--- src/rtl/prbs7_pkg.sv ---
package prbs7_pkg;
   localparam int HIST_W   = 7;
   localparam int LANE_N   = 4;
   localparam int TAP_NEAR = 5;
   localparam int TAP_FAR  = 6;
   typedef enum logic {CHK_HUNT = 1'b0, CHK_LOCKED = 1'b1} chk_state_t;
endpackage

--- src/rtl/prbs7_lane_step.sv ---
module prbs7_lane_step #(
   parameter int HW    = 7,
   parameter int LANES = 4,
   parameter int TAP_A = 5,
   parameter int TAP_B = 6
) (
   input  logic [HW-1:0]    hist_i,
   output logic [LANES-1:0] bits_o,
   output logic [HW-1:0]    hist_o
);
   if (TAP_A >= HW || TAP_B >= HW || TAP_A == TAP_B) begin : g_bad_taps
      $error("lane_step: taps must be distinct and inside the history");
   end

   // history bit k holds the bit produced k+1 steps ago
   always_comb begin
      logic [HW-1:0] h;
      h = hist_i;
      for (int i = 0; i < LANES; i++) begin
         bits_o[i] = h[TAP_A] ^ h[TAP_B];
         h = {h[HW-2:0], bits_o[i]};
      end
      hist_o = h;
   end
endmodule

--- src/rtl/prbs7_gen.sv ---
module prbs7_gen #(
   parameter int HW    = 7,
   parameter int LANES = 4,
   parameter int TAP_A = 5,
   parameter int TAP_B = 6,
   parameter logic [HW-1:0] SEED = '1
) (
   input  logic             clk,
   input  logic             rst_n,
   input  logic             en,
   output logic [LANES-1:0] nib_o
);
   if (SEED == '0) begin : g_bad_seed
      $error("prbs7_gen: an all-zero seed locks the sequence");
   end

   logic [HW-1:0] state_q, state_nx;

   prbs7_lane_step #(.HW(HW), .LANES(LANES), .TAP_A(TAP_A), .TAP_B(TAP_B)) u_step (
      .hist_i (state_q),
      .bits_o (nib_o),
      .hist_o (state_nx)
   );

   always_ff @(posedge clk or negedge rst_n) begin
      if (!rst_n)   state_q <= SEED;
      else if (!en) state_q <= SEED;
      else          state_q <= state_nx;
   end

   assert_seed_nonzero_R3: assert property (@(posedge clk) disable iff (!rst_n)
      state_q != '0);
   assert_restart_R2: assert property (@(posedge clk) disable iff (!rst_n)
      !en |=> state_q == SEED);
endmodule

--- src/rtl/prbs7_chk.sv ---
module prbs7_chk
   import prbs7_pkg::*;
#(
   parameter int HW        = 7,
   parameter int LANES     = 4,
   parameter int TAP_A     = 5,
   parameter int TAP_B     = 6,
   parameter int LOCK_GOOD = 16,
   parameter int WIN_LEN   = 32,
   parameter int ERR_LIMIT = 8,
   parameter int HOLD_CYC  = 2
) (
   input  logic             clk,
   input  logic             rst_n,
   input  logic             en,
   input  logic [LANES-1:0] rx_i,
   input  logic             rx_valid,
   output logic             pass_o
);
   localparam int GW = $clog2(LOCK_GOOD) + 1;
   localparam int WW = $clog2(WIN_LEN) + 1;
   localparam int EW = $clog2(ERR_LIMIT) + 1;
   localparam int HCW = $clog2(HOLD_CYC + 1) + 1;
   localparam logic [GW-1:0]  GOOD_LAST = GW'(LOCK_GOOD - 1);
   localparam logic [WW-1:0]  WIN_LAST  = WW'(WIN_LEN - 1);
   localparam logic [EW-1:0]  ERR_LAST  = EW'(ERR_LIMIT - 1);
   localparam logic [HCW-1:0] HOLD_INIT = HCW'(HOLD_CYC);

   if (LOCK_GOOD < 2 || WIN_LEN < ERR_LIMIT || ERR_LIMIT < 1 || HOLD_CYC < 1) begin : g_bad_cfg
      $error("prbs7_chk: inconsistent lock or error thresholds");
   end

   chk_state_t     st_q;
   logic [HW-1:0]  hist_q, pred_hist, rx_hist;
   logic [LANES-1:0] pred;
   logic [GW-1:0]  good_q;
   logic [WW-1:0]  win_q;
   logic [EW-1:0]  errs_q;
   logic [HCW-1:0] hold_q;
   logic           mismatch;

   prbs7_lane_step #(.HW(HW), .LANES(LANES), .TAP_A(TAP_A), .TAP_B(TAP_B)) u_pred (
      .hist_i (hist_q),
      .bits_o (pred),
      .hist_o (pred_hist)
   );

   always_comb begin
      rx_hist = hist_q;
      for (int i = 0; i < LANES; i++) rx_hist = {rx_hist[HW-2:0], rx_i[i]};
   end

   assign mismatch = rx_valid && (pred != rx_i);

   always_ff @(posedge clk or negedge rst_n) begin
      if (!rst_n) begin
         st_q <= CHK_HUNT; hist_q <= '0; good_q <= '0;
         win_q <= '0; errs_q <= '0; hold_q <= '0;
      end else if (!en) begin
         st_q <= CHK_HUNT; hist_q <= '0; good_q <= '0;
         win_q <= '0; errs_q <= '0; hold_q <= '0;
      end else begin
         if (hold_q != '0) hold_q <= hold_q - 1'b1;
         if (rx_valid) begin
            if (st_q == CHK_HUNT) begin
               hist_q <= rx_hist;
               if (mismatch) good_q <= '0;
               else if (good_q == GOOD_LAST) begin
                  st_q <= CHK_LOCKED; good_q <= '0; win_q <= '0; errs_q <= '0;
               end else good_q <= good_q + 1'b1;
            end else begin
               if (mismatch) hold_q <= HOLD_INIT;
               if (mismatch && errs_q == ERR_LAST) begin
                  st_q <= CHK_HUNT; hist_q <= rx_hist; good_q <= '0;
                  win_q <= '0; errs_q <= '0;
               end else begin
                  hist_q <= pred_hist;
                  if (win_q == WIN_LAST) begin
                     win_q <= '0; errs_q <= '0;
                  end else begin
                     win_q  <= win_q + 1'b1;
                     errs_q <= errs_q + EW'(mismatch);
                  end
               end
            end
         end
      end
   end

   assign pass_o = en && (st_q == CHK_LOCKED) && (hold_q == '0);

   assert_disable_clears_R4: assert property (@(posedge clk) disable iff (!rst_n)
      !en |=> st_q == CHK_HUNT);
   assert_lock_entry_R5: assert property (@(posedge clk) disable iff (!rst_n)
      $rose(st_q == CHK_LOCKED) |-> $past(good_q) == GOOD_LAST && $past(rx_valid));
   assert_err_pulse_R7: assert property (@(posedge clk) disable iff (!rst_n)
      en && st_q == CHK_LOCKED && mismatch |=> !pass_o);
   assert_idle_hold_R8: assert property (@(posedge clk) disable iff (!rst_n)
      en && !rx_valid |=> $stable(hist_q) && $stable(st_q));
   assert_err_cap_R9: assert property (@(posedge clk) disable iff (!rst_n)
      errs_q < EW'(ERR_LIMIT));
endmodule

--- src/rtl/prbs7_nibble_tester.sv ---
module prbs7_nibble_tester
   import prbs7_pkg::*;
#(
   parameter int LANES     = LANE_N,
   parameter int LOCK_GOOD = 16,
   parameter int WIN_LEN   = 32,
   parameter int ERR_LIMIT = 8,
   parameter int HOLD_CYC  = 2
) (
   input  logic             clk,
   input  logic             rst_n,
   input  logic             test_en,
   input  logic [LANES-1:0] tx_data,
   input  logic [LANES-1:0] rx_data,
   input  logic             rx_valid,
   output logic [LANES-1:0] tx_nib,
   output logic             pass
);
   logic [LANES-1:0] gen_nib;

   prbs7_gen #(.HW(HIST_W), .LANES(LANES), .TAP_A(TAP_NEAR), .TAP_B(TAP_FAR)) u_gen (
      .clk   (clk),
      .rst_n (rst_n),
      .en    (test_en),
      .nib_o (gen_nib)
   );

   prbs7_chk #(
      .HW(HIST_W), .LANES(LANES), .TAP_A(TAP_NEAR), .TAP_B(TAP_FAR),
      .LOCK_GOOD(LOCK_GOOD), .WIN_LEN(WIN_LEN), .ERR_LIMIT(ERR_LIMIT), .HOLD_CYC(HOLD_CYC)
   ) u_chk (
      .clk      (clk),
      .rst_n    (rst_n),
      .en       (test_en),
      .rx_i     (rx_data),
      .rx_valid (rx_valid),
      .pass_o   (pass)
   );

   assign tx_nib = test_en ? gen_nib : tx_data;

   assert_pass_off_R4: assert property (@(posedge clk) disable iff (!rst_n)
      !test_en |-> !pass);
endmodule

--- config.mk ---
export PLATFORM = sky130hd
export DESIGN_NAME = prbs7_nibble_tester
export DESIGN_NICKNAME = d
export VERILOG_FILES = /design/src/rtl/prbs7_pkg.sv /design/src/rtl/prbs7_lane_step.sv /design/src/rtl/prbs7_gen.sv /design/src/rtl/prbs7_chk.sv /design/src/rtl/prbs7_nibble_tester.sv
export SDC_FILE = /design/constraint.sdc
export NUM_CORES = 1
export LEC_CHECK = 0
export ABC_AREA = 1
export BUFFER_PORTS_ARGS = -buffer_cell sky130_fd_sc_hd__buf_4
export CORE_ASPECT_RATIO = 0.75
export CORE_UTILIZATION = 55
export CTS_CLUSTER_DIAMETER = 150
export DETAILED_ROUTE_END_ITERATION = 16
export PLACE_DENSITY_LB_ADDON = 0.15
export SKIP_LAST_GASP = 1
export SYNTH_ARGS = -nofsm -noshare
export SYNTH_HDL_FRONTEND = slang
export SYNTH_SLANG_ARGS = --single-unit
export TNS_END_PERCENT = 30
--- constraint.sdc ---
create_clock -name clk -period 2.75 [get_ports clk]
set_input_delay 0.55 -clock clk [delete_from_list [all_inputs] [get_ports clk]]
set_output_delay 0.55 -clock clk [all_outputs]
set_load 0.05 [all_outputs]
==> flow_metrics.tcl <==
set metrics [dict create \
    outcome "complete, but fails checks" \
    failed_checks "design-rule violations" \
    core_area_um2 3330 \
    insertion_delay_ns 0.29 \
    use_met1 0.323 \
    die-width_um 70.5 \
    yosys_register_bits 33 \
    syn_area_per_cell_um2 7.57 \
    synth_cell_types 30 \
    drive_above_1_share 0.201 \
    routedWlPerCell_um 11.7 \
    rrSetupSlack_ns 0.81 \
    final_cell_mix "94 x nand2_1, 26 x dfrtp_1, 21 x nand3_1, 21 x inv_1, 18 x nor2_1" \
    numCtsBuffers 5 \
    port_buffers 16 \
    worst-endpoint-required_ns 2.20 \
    crit_start "u_gen.state_q[3]" \
    seq_area_frac_synth 0.431 \
    hold_violations 0 \
    tns_ns 0 \
    ys_warn_count 0 \
    ir_drop_mv 0.301 \
    power_density_nw_per_um2 513 \
    antenna_cells 0 \
    cts_max_path_buffers 2 \
    switching_power_mw 0.341 \
    power_frac_comb 0.207 \
    finalCriticalPeriod_ns 2.04 \
    antenna_found_initial 0 \
    cts_setup_buffers 0 \
    cp.arrival_ns 1.49 \
    async_reset_ff_frac 1.00 \
    final_common_cell "nand2_1" \
    worst_setup_path_start_kind "register" \
    relSlewSlack 0.723 \
    drc 4 \
    antenna_left 0 \
    worst_r2r_endpoint "u_chk.errs_q[1]" \
    cts.repair.resized 0 \
    drtIter0Drc 145 \
    area_delta_synth_final_pct 12.8 \
    start_util 0.581 \
    fin_skew_ns 0.00730 \
    tritoncts "done" \
    fmax_mhz 491 \
    setup_viol 0 \
    postCtsHoldBufs 0 \
    p_leak_nw 1.13 \
    crit_path_max_fanout 4 \
    synthFlopType "dfrtp_1" \
    cap_violations 0 \
    rsz0062_at_grt "no" \
    rows 18 \
    grt_pass1_vias 1389 \
    routed_wl_um 3720 \
    routed-via-count 1624 \
    grt_pass1_wl_um 6250 \
    nNetsFinal 296 \
    pwr-share-seq 0.481 \
    fillCellCount 310 \
    drt_pass1_iterations 10 \
    place_congestion 0.821 \
    synthesis.nets 274 \
    htreeDepth 2 \
    clk_pin_slew_ns 0.07 \
    netlist_area_um2 1940 \
    maxSlewViolCount 0 \
    grt.busiest_layer "met2" \
    met3_usage 0.0800 \
    cts.sinks 33 \
    grt_max_degree 34 \
    die_area_um2 3770 \
    power.share.switching 0.304 \
    grtUsageTotal 0.226 \
    viasPerCell 5.09 \
    cellInternalPower_mw 0.782 \
    grt.met2_usage 0.324 \
    dpl.hpwl_um 2700 \
    path_class "reg -> out" \
    clkPwrFrac 0.312 \
    num_io_pins 17 \
    end_kind "output pin" \
    final_util 0.656 \
    synth_edf_count 0 \
    worstRegToRegCells 15 \
    hold_path.class "in -> async" \
    clockRootBuffer "clkbuf_8" \
    rr_startpoint "u_chk.hist_q[5]" \
    worst_slew_pin_slew_ns 0.415 \
    fp.dieH_um 53.4 \
    gr-total-overflow 0 \
    synthCells 256 \
    period_share 0.740 \
]
-- worst max path at each step --
| stage | cells after the start | slack [ns] | endpoint |
|---|---|---|---|
| floorplan | 3 | 0.77 | pass |
| global placement | 14 | 0.77 | u_chk.errs_q[2] |
| detailed placement | 14 | 0.74 | u_chk.errs_q[1] |
| CTS | 4 | 0.69 | tx_nib[3] |
| global route | 15 | 0.54 | u_chk.errs_q[1] |
| finish | 4 | 0.71 | tx_nib[3] |
-- layout make-up --
| cell class | instances | area, um2 | share of cell area |
|---|---|---|---|
| multi-input combinational | 193 | 987 | 0.451 |
| sequential | 33 | 835 | 0.382 |
| timing repair buffer | 17 | 128 | 0.0584 |
| inverter | 28 | 105 | 0.0481 |
| clock buffer | 6 | 72.6 | 0.0332 |
| tap | 40 | 50.0 | 0.0229 |
| clock inverter | 2 | 10.0 | 0.00458 |
-- per-stage QoR --
step,area [um2],worst slack [ns],hold WS (ns),cells,total power [mW]
finish,2190,0.715,0.195,319,1.12
CTS,2190,0.689,0.202,319,1.14
global placement,2100,0.766,0.465,311,0.782
global route,2190,0.544,0.216,319,1.19
floorplan,1940,0.772,0.254,256,0.715
detailed placement,2100,0.738,0.467,311,0.785
-- critical path, stage by stage (launching register included) --
cell and delay (ns):
dfstp_2 0.51, inv_1 0.06, o21ai_0 0.26, o21a_1 0.17
buf_4 0.19
-- kinds of logic after synthesis --
family | after synthesis | share of synthesized area
compound gates | 24 | 0.0710
fa+ha+maj | 6 | 0.0387
xor+xnor | 8 | 0.0362
buf+inv | 30 | 0.0600
flops | 33 | 0.431
simple gates | 155 | 0.363
-- sequential cells by signal (all words and copies together), names as in the netlist --
signal         cells
u_chk.errs_q       4
u_chk.good_q       5
u_chk.hist_q       7
u_chk.hold_q       3
u_chk.st_q         1
u_chk.win_q        6
u_gen.state_q      7
-- cells in the mapped netlist (2+ instances only) --
master / count / area (um2)
o21ai_1: 2 / 10.0
o21a_1: 4 / 30.0
nor3_1: 3 / 15.0
dfstp_2: 7 / 184
nand3_2: 2 / 20.0
ha_1: 6 / 75.1
nand2_2: 5 / 31.3
a21oi_1: 5 / 25.0
dfrtp_1: 26 / 651
xor2_1: 5 / 43.8
nor2_1: 18 / 67.6
inv_2: 7 / 26.3
or2_2: 3 / 18.8
nand2_1: 94 / 353
xnor2_1: 3 / 26.3
nand3_1: 21 / 105
nor2_2: 3 / 18.8
inv_1: 21 / 78.8
o21ai_0: 10 / 50.1
-- routing by layer --
| layer | part of all wire | wire, um |
|---|---|---|
| met1 | 0.53 | 1970 |
| met2 | 0.41 | 1540 |
| met3 | 0.040 | 148 |
| met5 | 0 | 0 |
| met4 | 0.016 | 61 |
-- power groups by stage --
stage	sequential, mW	combinational [mW]	clock, mW
6_report	0.540	0.232	0.350
5_1_grt	0.544	0.271	0.379
4_1_cts	0.541	0.237	0.363
3_5_place_dp	0.549	0.236	0
3_3_place_gp	0.549	0.233	0
2_1_floorplan	0.545	0.170	0
No activity file was read; power rests on OpenSTA's default activity.
